**src/rtl/secded_pkg.sv**
```systemverilog
package secded_pkg;
  localparam int DATA_W = 64;
  localparam int CHK_W  = 8;
  localparam int IDX_W  = $clog2(DATA_W);
  localparam int CIDX_W = $clog2(CHK_W);
  localparam int HALF_W = DATA_W / 2;

  // Parity rows: high half covers data[63:32], low half covers data[31:0]
  function automatic logic [DATA_W-1:0] row_mask(input int r);
    logic [HALF_W-1:0] hi;
    logic [HALF_W-1:0] lo;
    case (r)
      0:       begin hi = 32'hf00fe11e; lo = 32'hc33c0ff7; end
      1:       begin hi = 32'h00ff00ff; lo = 32'h00fff0ff; end
      2:       begin hi = 32'h0f0f0f0f; lo = 32'h0f0fff00; end
      3:       begin hi = 32'h11113333; lo = 32'h7777000f; end
      4:       begin hi = 32'h22224444; lo = 32'h8888222f; end
      5:       begin hi = 32'h44448888; lo = 32'hffff4441; end
      6:       begin hi = 32'h8888ffff; lo = 32'h11118882; end
      default: begin hi = 32'hffff1111; lo = 32'h22221114; end
    endcase
    return {hi, lo};
  endfunction

  // Syndrome produced by a fault on data bit k
  function automatic logic [CHK_W-1:0] column(input int k);
    logic [CHK_W-1:0] c;
    logic [DATA_W-1:0] m;
    for (int r = 0; r < CHK_W; r++) begin
      m    = row_mask(r);
      c[r] = m[k];
    end
    return c;
  endfunction

  typedef struct packed {
    logic              valid;
    logic [CHK_W-1:0]  chk;
    logic [CHK_W-1:0]  syn;
    logic              data_err;
    logic [IDX_W-1:0]  data_idx;
    logic              ecc_err;
    logic [CIDX_W-1:0] ecc_idx;
    logic              multi;
    logic [DATA_W-1:0] data;
  } result_t;
endpackage

```
**src/rtl/secded_rst_sync.sv**
```systemverilog
module secded_rst_sync #(
  parameter int STAGES = 2
) (
  input  logic clk,
  input  logic rst_n,
  output logic rst_q
);
  logic [STAGES-1:0] sr_q;
  logic [STAGES-1:0] sr_d;

  always_comb sr_d = {sr_q[STAGES-2:0], 1'b1};

  always_ff @(posedge clk or negedge rst_n) begin
    if (!rst_n) sr_q <= '0;
    else        sr_q <= sr_d;
  end

  assign rst_q = sr_q[STAGES-1];
endmodule

```
**src/rtl/secded_encode.sv**
```systemverilog
module secded_encode
  import secded_pkg::*;
(
  input  logic [DATA_W-1:0] data,
  output logic [CHK_W-1:0]  chk
);
  for (genvar r = 0; r < CHK_W; r++) begin : g_row
    localparam logic [DATA_W-1:0] MASK = row_mask(r);
    assign chk[r] = ^(data & MASK);
  end
endmodule

```
**src/rtl/secded_locate.sv**
```systemverilog
module secded_locate
  import secded_pkg::*;
(
  input  logic [CHK_W-1:0]  syn,
  output logic              data_hit,
  output logic [IDX_W-1:0]  data_idx,
  output logic              ecc_hit,
  output logic [CIDX_W-1:0] ecc_idx,
  output logic              multi
);
  logic [DATA_W-1:0] match;
  logic              nonzero;
  logic              single;
  logic [CIDX_W-1:0] low_set;

  assign nonzero = |syn;
  assign single  = $onehot(syn);

  for (genvar k = 0; k < DATA_W; k++) begin : g_col
    localparam logic [CHK_W-1:0] COL = column(k);
    assign match[k] = nonzero && (syn == COL);
  end

  // lowest matching column wins
  always_comb begin
    data_hit = 1'b0;
    data_idx = '0;
    for (int k = DATA_W - 1; k >= 0; k--) begin
      if (match[k]) begin
        data_hit = 1'b1;
        data_idx = IDX_W'(k);
      end
    end
  end

  // lowest set syndrome bit
  always_comb begin
    low_set = '0;
    for (int b = CHK_W - 1; b >= 0; b--) begin
      if (syn[b]) low_set = CIDX_W'(b);
    end
  end

  assign ecc_hit = nonzero && !data_hit;
  assign ecc_idx = ecc_hit ? low_set : '0;
  assign multi   = ecc_hit && !single;
endmodule

```
**src/rtl/secded_fix.sv**
```systemverilog
module secded_fix
  import secded_pkg::*;
(
  input  logic [DATA_W-1:0] data_in,
  input  logic              hit,
  input  logic [IDX_W-1:0]  idx,
  output logic [DATA_W-1:0] data_out
);
  logic [DATA_W-1:0] flip;

  always_comb begin
    flip = '0;
    for (int k = 0; k < DATA_W; k++) begin
      flip[k] = hit && (idx == IDX_W'(k));
    end
  end

  assign data_out = data_in ^ flip;
endmodule

```
**src/rtl/secded64_codec.sv**
```systemverilog
module secded64_codec
  import secded_pkg::*;
(
  input  logic              clk,
  input  logic              rst_n,
  input  logic              in_valid,
  input  logic              in_rd,
  input  logic [DATA_W-1:0] in_data,
  input  logic [CHK_W-1:0]  in_ecc,
  output logic              out_valid,
  output logic [CHK_W-1:0]  out_check,
  output logic [CHK_W-1:0]  out_syndrome,
  output logic              out_data_err,
  output logic [IDX_W-1:0]  out_data_idx,
  output logic              out_ecc_err,
  output logic [CIDX_W-1:0] out_ecc_idx,
  output logic              out_multi_err,
  output logic [DATA_W-1:0] out_data
);
  logic              rst_q;
  logic [CHK_W-1:0]  chk_c;
  logic [CHK_W-1:0]  syn_c;
  logic              dhit_c;
  logic [IDX_W-1:0]  didx_c;
  logic              ehit_c;
  logic [CIDX_W-1:0] eidx_c;
  logic              multi_c;
  logic [DATA_W-1:0] fixed_c;
  result_t           res_d;
  result_t           res_q;

  secded_rst_sync #(.STAGES(2)) u_rst (
    .clk   (clk),
    .rst_n (rst_n),
    .rst_q (rst_q)
  );

  secded_encode u_enc (
    .data (in_data),
    .chk  (chk_c)
  );

  // write mode reports a clean syndrome
  assign syn_c = in_rd ? (chk_c ^ in_ecc) : '0;

  secded_locate u_loc (
    .syn      (syn_c),
    .data_hit (dhit_c),
    .data_idx (didx_c),
    .ecc_hit  (ehit_c),
    .ecc_idx  (eidx_c),
    .multi    (multi_c)
  );

  secded_fix u_fix (
    .data_in  (in_data),
    .hit      (dhit_c),
    .idx      (didx_c),
    .data_out (fixed_c)
  );

  always_comb begin
    res_d       = res_q;
    res_d.valid = in_valid;
    if (in_valid) begin
      res_d.chk      = chk_c;
      res_d.syn      = syn_c;
      res_d.data_err = dhit_c;
      res_d.data_idx = didx_c;
      res_d.ecc_err  = ehit_c;
      res_d.ecc_idx  = eidx_c;
      res_d.multi    = multi_c;
      res_d.data     = fixed_c;
    end
  end

  always_ff @(posedge clk or negedge rst_q) begin
    if (!rst_q) res_q <= '0;
    else        res_q <= res_d;
  end

  assign out_valid     = res_q.valid;
  assign out_check     = res_q.chk;
  assign out_syndrome  = res_q.syn;
  assign out_data_err  = res_q.data_err;
  assign out_data_idx  = res_q.data_idx;
  assign out_ecc_err   = res_q.ecc_err;
  assign out_ecc_idx   = res_q.ecc_idx;
  assign out_multi_err = res_q.multi;
  assign out_data      = res_q.data;
endmodule

```
**config.mk**
```make
export PLATFORM = sky130hd
export DESIGN_NAME = secded64_codec
export DESIGN_NICKNAME = d
export VERILOG_FILES = /design/src/rtl/secded_pkg.sv /design/src/rtl/secded_rst_sync.sv /design/src/rtl/secded_encode.sv /design/src/rtl/secded_locate.sv /design/src/rtl/secded_fix.sv /design/src/rtl/secded64_codec.sv
export SDC_FILE = /design/constraint.sdc
export NUM_CORES = 1
export LEC_CHECK = 0
export ABC_AREA = 1
export BUFFER_PORTS_ARGS = -buffer_cell sky130_fd_sc_hd__buf_4
export CORE_ASPECT_RATIO = 0.7
export CORE_MARGIN = 4
export CORE_UTILIZATION = 40
export CTS_BUF_LIST = sky130_fd_sc_hd__clkbuf_4 sky130_fd_sc_hd__clkbuf_8 sky130_fd_sc_hd__clkbuf_16
export DETAILED_ROUTE_END_ITERATION = 8
export GPL_ROUTABILITY_DRIVEN = 0
export SETUP_SLACK_MARGIN = 0.5
export SLEW_MARGIN = 20
export SYNTH_ARGS = -nofsm -noshare
export SYNTH_HDL_FRONTEND = slang
export SYNTH_SLANG_ARGS = --single-unit
```
**constraint.sdc**
```tcl
create_clock -name clk -period 3.21 [get_ports clk]
set_input_delay 0.642 -clock clk [delete_from_list [all_inputs] [get_ports clk]]
set_output_delay 0.642 -clock clk [all_outputs]
set_load 0.02 [all_outputs]
```
* Word level (Yosys, flattened, before mapping)
Cells that the tools add are included.
** Storage, ports and cells
- Memories :: 0
- Memory bits (read-only) :: 0
- Word-level logic and storage cells :: 427
- Input bits :: 76
- Register bits after elaboration :: 95
- Bits in writable memories :: 0
- Latch bits :: 0
- Output and inout port bits :: 93
** Cells by class
- Bitwise gates (word level) :: 2
- $mul :: 0
- Divide/modulo/power cells :: 0
- Order comparisons :: 0
- Equality and inequality tests :: 128
- Add/sub/neg operators :: 7
- Multiplexer cells :: 138
- Reductions and logical operators :: 142
- Shift operators :: 0
** Operators by type and width (count)
- $reduce_xor A64 Y1 :: 8
- $mux W6 :: 64
- $eq A8 B8 Y1 const B :: 28
- $eq A6 B6 Y1 const B :: 32
- $eq A8 B7 Y1 const B :: 20
- $logic_and A1 B1 Y1 :: 130
- $eq A6 B5 Y1 const B :: 16
- $eq A8 B6 Y1 const B :: 12
- $mux W1 :: 64
- $xor A64 B64 Y64 :: 1
- $eq A6 B4 Y1 const B :: 8
- $eq A8 B5 Y1 const B :: 4
- $mux W3 :: 9
- $eq A6 B3 Y1 const B :: 4
- $add A4 B4 Y4 :: 3
- $eq A6 B2 Y1 const B :: 2
- $add A1 B1 Y2 :: 4
- $mux W8 :: 1
- $reduce_or A8 Y1 :: 1
- $xor A8 B8 Y8 :: 1
- $eq A6 B1 Y1 const B :: 1
- $logic_not A6 Y1 :: 1
- $eq A4 B1 Y1 const B :: 1
- $logic_not A1 Y1 :: 2

* Depth between registers and ports, before layout
- Word-level depth :: 72
- Mapped depth :: 83
- Depth with buffers taken out :: 82

* Modules after synthesis
Synthesis repeated with hierarchy kept, for this count alone.
** Second synthesis, totals
- Cells, all modules :: 1613
- Area total of the unflattened synthesis :: 9384.0 sq um
** Modules (own cells, without submodules)
- secded64_codec :: cells an instance 431, times used 1, area an instance 3668.5 sq um, seq. area each 2327.2 sq um
- secded_encode :: cells an instance 525, times used 1, area an instance 2509.9 sq um, seq. area each 0.0 sq um
- secded_locate :: cells an instance 375, times used 1, area an instance 1773.0 sq um, seq. area each 0.0 sq um
- secded_fix :: cells an instance 279, times used 1, area an instance 1378.8 sq um, seq. area each 0.0 sq um
- secded_rst_sync :: cells an instance 3, times used 1, area an instance 53.8 sq um, seq. area each 50.0 sq um

* Worst setup path before layout
Ideal clock, no wire load.
- Path type :: input to register
- From :: input port in_data[24]
- To :: register res_q (netlist bit out_data[27])
- Data required time :: 3093 ps
- Setup time :: 117 ps
- Arrival :: 6195 ps
- Buffers on the path :: 1
- Stages on the path :: 82
- Path slack :: -3102 ps
- Cells stage by stage :: xnor2_1 xor2_1 xor2_1 xor2_1 xnor2_1 xor2_1 inv_1 nand2_1 nand2_1 nor2_1 inv_1 ha_1 nand2_1 inv_2 nand2_8 inv_4 nor2_4 nand2_1 [46 not listed] nand2_1 nand2_1 nand2_1 nand2_1 nand2_1 nand2_1 nand2_1 nand2_1 nand2_1 nand2_1 nand2_1 nand2_2 nand2_8 buf_8 nand4_1 or2_0 nand3_1 nand2_1
** On the way
- Cells in the longest elaborated chain, start to end :: 72
- Elaborated cells between the ends (all ways) :: 267
- Those cells by class :: eq/ne: 65; mux: 129; bitwise: 2; reduce/logical: 71
** Ends and longest elaborated chain
- start, declared :: RTL line secded64_codec.sv:8 : input logic [DATA_W-1:0] in_data,
- $reduce_xor A64 Y1 (*) :: RTL line secded_encode.sv:9 : assign chk[r] = ^(data & MASK);
- $xor A8 B8 Y8 (*) :: RTL line secded64_codec.sv:44 : assign syn_c = in_rd ? (chk_c ^ in_ecc) : '0;
- $mux W8 (*) :: RTL line secded64_codec.sv:44
- via syn_c[5] :: RTL line secded64_codec.sv:22 : logic [CHK_W-1:0] syn_c;
- $eq A8 B8 Y1 or $reduce_or A8 Y1 (tied branches) :: RTL line secded_locate.sv:21, secded_locate.sv:16
- $logic_and A1 B1 Y1 :: RTL line secded_locate.sv:21 : assign match[k] = nonzero && (syn == COL);
- $mux W6 (64 in a row) :: RTL line secded_locate.sv:29 : if (match[k]) begin
- $eq A6 B5 Y1 :: RTL line secded_fix.sv:14 : flip[k] = hit && (idx == IDX_W'(k));
- $logic_and A1 B1 Y1 (*) :: RTL line secded_fix.sv:14
- $xor A64 B64 Y64 (*) :: RTL line secded_fix.sv:18 : assign data_out = data_in ^ flip;
- end signal, assigned :: RTL line secded64_codec.sv:79 : else res_q <= res_d;
- end, declared :: RTL line secded64_codec.sv:30 : result_t res_q;
The timed path passes the listed nets; every way through them passes the cells marked *.
A chain may end at the register's enable or synchronous reset.

* Worst setup path in the final report
- From :: input port in_data[0]
- To :: register res_q (netlist bit out_data[2])
** On the way
- Cells in the longest elaborated chain, start to end :: 72
- Elaborated cells between the ends (all ways) :: 267
- Those cells by class :: eq/ne: 65; mux: 129; bitwise: 2; reduce/logical: 71
** Ends and longest elaborated chain (RTL line)
- $reduce_xor A64 Y1 (*) :: secded_encode.sv:9
- $xor A8 B8 Y8 (*) :: secded64_codec.sv:44
- $mux W8 (*) :: secded64_codec.sv:44
- via syn_c[1] :: secded64_codec.sv:22
- $eq A8 B8 Y1 or $reduce_or A8 Y1 (tied branches) :: secded_locate.sv:21, secded_locate.sv:16
- $logic_and A1 B1 Y1 :: secded_locate.sv:21
- $mux W6 (64 in a row) :: secded_locate.sv:29
- $eq A6 B2 Y1 :: secded_fix.sv:14
- $logic_and A1 B1 Y1 (*) :: secded_fix.sv:14
- $xor A64 B64 Y64 (*) :: secded_fix.sv:18
Marks and branches as above.

==> qor.csv <==
metric,value,unit
most frequent cells in the layout,"442 x buf_4, 335 x nand2_1, 142 x inv_1",
Seq cells post-synth,95,
CP Max Fanout,7,
Int Power,6.86,mW
"CTS clk-pin slew, worst paths",0.07,ns
vias in the first global route,9059,
area of the multi-input gates,6080,µm²
MaxCap Viol Count,0,
gr usage total,26.8,%
mean post-synth cell area,6.80,µm²
largest net degree at the start of global routing,68,
run status,"complete, but fails checks",
Max Slew Vio Count,0,
setup slack after layout,-3.40,ns
Worst setup SP type,input port,
Post-Route Utilization,68.7,%
initial antenna violation count,0,
Seq. cell area,2380,µm²
# IOs,169,
Port-buffer cells,168,
post-layout min period,6.61,ns
Die Y,128,µm
RSZ-0062 raised after global routing,yes,
Die W,180,µm
Synth Area in Compound Gates,5.72,%
"Hold Vio Cnt, Final",0,
Post-Synth Adder-Cell Area,3.84,%
register area share after synthesis,28.7,%
Clock Skews,0.0122,ns
first-pass GRT wire length,49.3,mm
"Async S/R FF share, synth",100,%
slowest CP cell,nor3_4,
total core area,20100,µm²
die area,23100,µm²
initial DRC count,776,
Root Buffer,clkbuf_16,
switching share of power,47.9,%
Worst Path Required,3.46,ns
layout cells sized above 1,41.6,%
Max VDD drop,0.988,mV
Crit path arrival time,6.85,ns
Placed Area,12100,µm²
final setup violation count,76,
static leakage,6.91,nW
most used cell along the critical path,nand2_1,
PwrDens,955,nW/µm²
HPWL Detailed,24.2,mm
H-tree Lvls,3,
Post-synth top flop,dfrtp_1,
Worst Hold Class,in2async,
switching pwr,6.30,mW
NumNets Final,1783,
Reg power frac,12.4,%
Bufs on Longest Clock Path,2,
Site Rows,43,
post-synthesis simple-gate area fraction,36.3,%
Initial Util,41.2,%
"reg-to-reg slack, setup",2.19,ns
post-route ant nets,0,
Routed wire per std cell,16.2,µm
clock power share,9.1,%
fill cell count,1621,
Cells after Synth,1217,
vias per cell,4.92,
Worst-Margin Slew,0.860,ns
Mapped Area,8270,µm²
syn_nets,1316,
combinational power share,78.5,%
Detailed Routing Iterations Pass 1,6,
drt drc,0,
post-synthesis to final-layout area growth,66.6,%
Final Cycle Share,206,%
XOR/XNOR share of the synthesized area,15.7,%
Antenna Cells,0,
cell area after layout,13800,µm²
Ys Warns,0,
critical path type,in2reg,
post-synth cell types,44,
failing checks,setup timing,
Num CTS Buffers,9,
clk sinks,95,
mux cell area share after synthesis,0,%
main combinational cell family by area after synthesis,simple AND/OR/NAND/NOR gates,
crit-path max cell delay,0.25,ns
"most common cell after layout, fill and taps aside",buf_4,
number of synthesized flops with an enable pin,0,
Routed WL,31.8,mm
Clock Latency Late Sink,0.37,ns
FMAX,151,MHz
TritonCTS clock tree,done,
Worst setup EP type,register,
Slew headroom,42.7,%
GR Overflow Total,0,
via count,9648,
-- path summary, 6_finish.rpt --
check / to / startpoint / depth (start not counted)
worst max-delay path: out_data[2]$_DFFE_PN0P_ / in_data[0] / 85
worst min-delay path: u_rst.sr_q[1]$_DFF_PN0_ / rst_n / 1
worst max register to register: out_data[39]$_DFFE_PN0P_ / u_rst.sr_q[1]$_DFF_PN0_ / 2
worst min register to register: out_data[63]$_DFFE_PN0P_ / u_rst.sr_q[1]$_DFF_PN0_ / 0
max in group asynchronous: out_data[39]$_DFFE_PN0P_ / u_rst.sr_q[1]$_DFF_PN0_ / 2
min in group clk: u_rst.sr_q[1]$_DFF_PN0_ / u_rst.sr_q[0]$_DFF_PN0_ / 0
-- state kept, by name (all words and copies together), names as in the netlist --
register       flops
out_data          64
out_check          8
out_syndrome       8
out_data_idx       6
out_ecc_idx        3
u_rst.sr_q         2
out_data_err       1
out_ecc_err        1
out_multi_err      1
out_valid          1
-- stage by stage --
stage / setup slack (ns) / instances / power, mW / setup TNS, ns / hold WS, ns
6_report: -3.40 / 1959 / 13.2 / -234.26 / 0.0475
5_1_grt: -4.11 / 1959 / 13.9 / -282.27 / 0.0327
4_1_cts: -3.37 / 1944 / 12.2 / -230.62 / 0.0388
3_5_place_dp: -3.81 / 1893 / 9.96 / -266.40 / 0.323
3_3_place_gp: -3.75 / 1892 / 9.87 / -262.09 / 0.337
2_1_floorplan: -2.90 / 1217 / 5.95 / -189.55 / 0.331
-- power groups by stage --
stage	logic [mW]	registers [mW]	clock network, mW
after floorplan	4.02	1.93	0
after global placement	8.21	1.66	0
after detailed placement	8.31	1.65	0
after CTS	9.40	1.63	1.21
after global routing	11.0	1.67	1.27
final	10.3	1.63	1.20
-- worst max-delay path, delay by kind of cell --
family | cells | cell delay (ns)
xor gates and xnor gates | 6 | 1.02
adders and majority gates | 1 | 0.16
buffers and inverters | 11 | 1.16
and+or+nand+nor | 67 | 3.85
-- area by class of cell --
class                           count  area share, %
Timing Repair Buffer              497           29.5
Clock buffer                        9           1.63
Tap cell                          270           2.45
Multi-Input combinational cell    921           44.1
Inverter                          160           4.46
Clock inverter                      7          0.617
Sequential cell                    95           17.3
-- cell usage after synthesis, drive strengths merged (2+ instances only) --
library cell | number | area share, %
xnor2 | 98 | 10
inv | 159 | 7.2
nand2 | 367 | 17
nor2 | 129 | 6.2
nand4 | 52 | 4.7
o21bai | 17 | 1.5
dfrtp | 95 | 29
xor2 | 50 | 5.3
fa | 4 | 0.97
a31oi | 4 | 0.30
a21oi | 8 | 0.48
clkbuf | 28 | 1.3
nor4 | 2 | 0.15
buf | 13 | 1.1
ha | 19 | 2.9
o21ai | 44 | 2.8
or2 | 6 | 0.45
nand3 | 107 | 6.6
nor3 | 6 | 0.91
-- cells by family after synthesis --
family                     count (synthesis)
and+or+nand+nor                          670
other                                      1
DFF                                       95
buffers and inverters                    201
AOI/OAI and AO/OA                         79
xor gates and xnor gates                 148
adders and majority gates                 23
-- metal layers --
metal / GRT usage (%) / share of wire [%] / up-vias / wire length [µm]
li1: - / - / 4742 / -
met1: 40.6 / 48 / 4481 / 15400
met2: 39.3 / 42 / 395 / 13300
met3: 6.01 / 8.3 / 30 / 2640
met4: 5.28 / 1.3 / 0 / 405
met5: 0 / 0 / - / 0
-- timing repair --
action,4_1_cts,5_1_grt
endpoints found under the setup margin,76,81
gates resized for setup,122,113
pin swaps,53,72
hold buffers,0,0
buffers inserted,35,15
(Power assumes the default switching activity.)
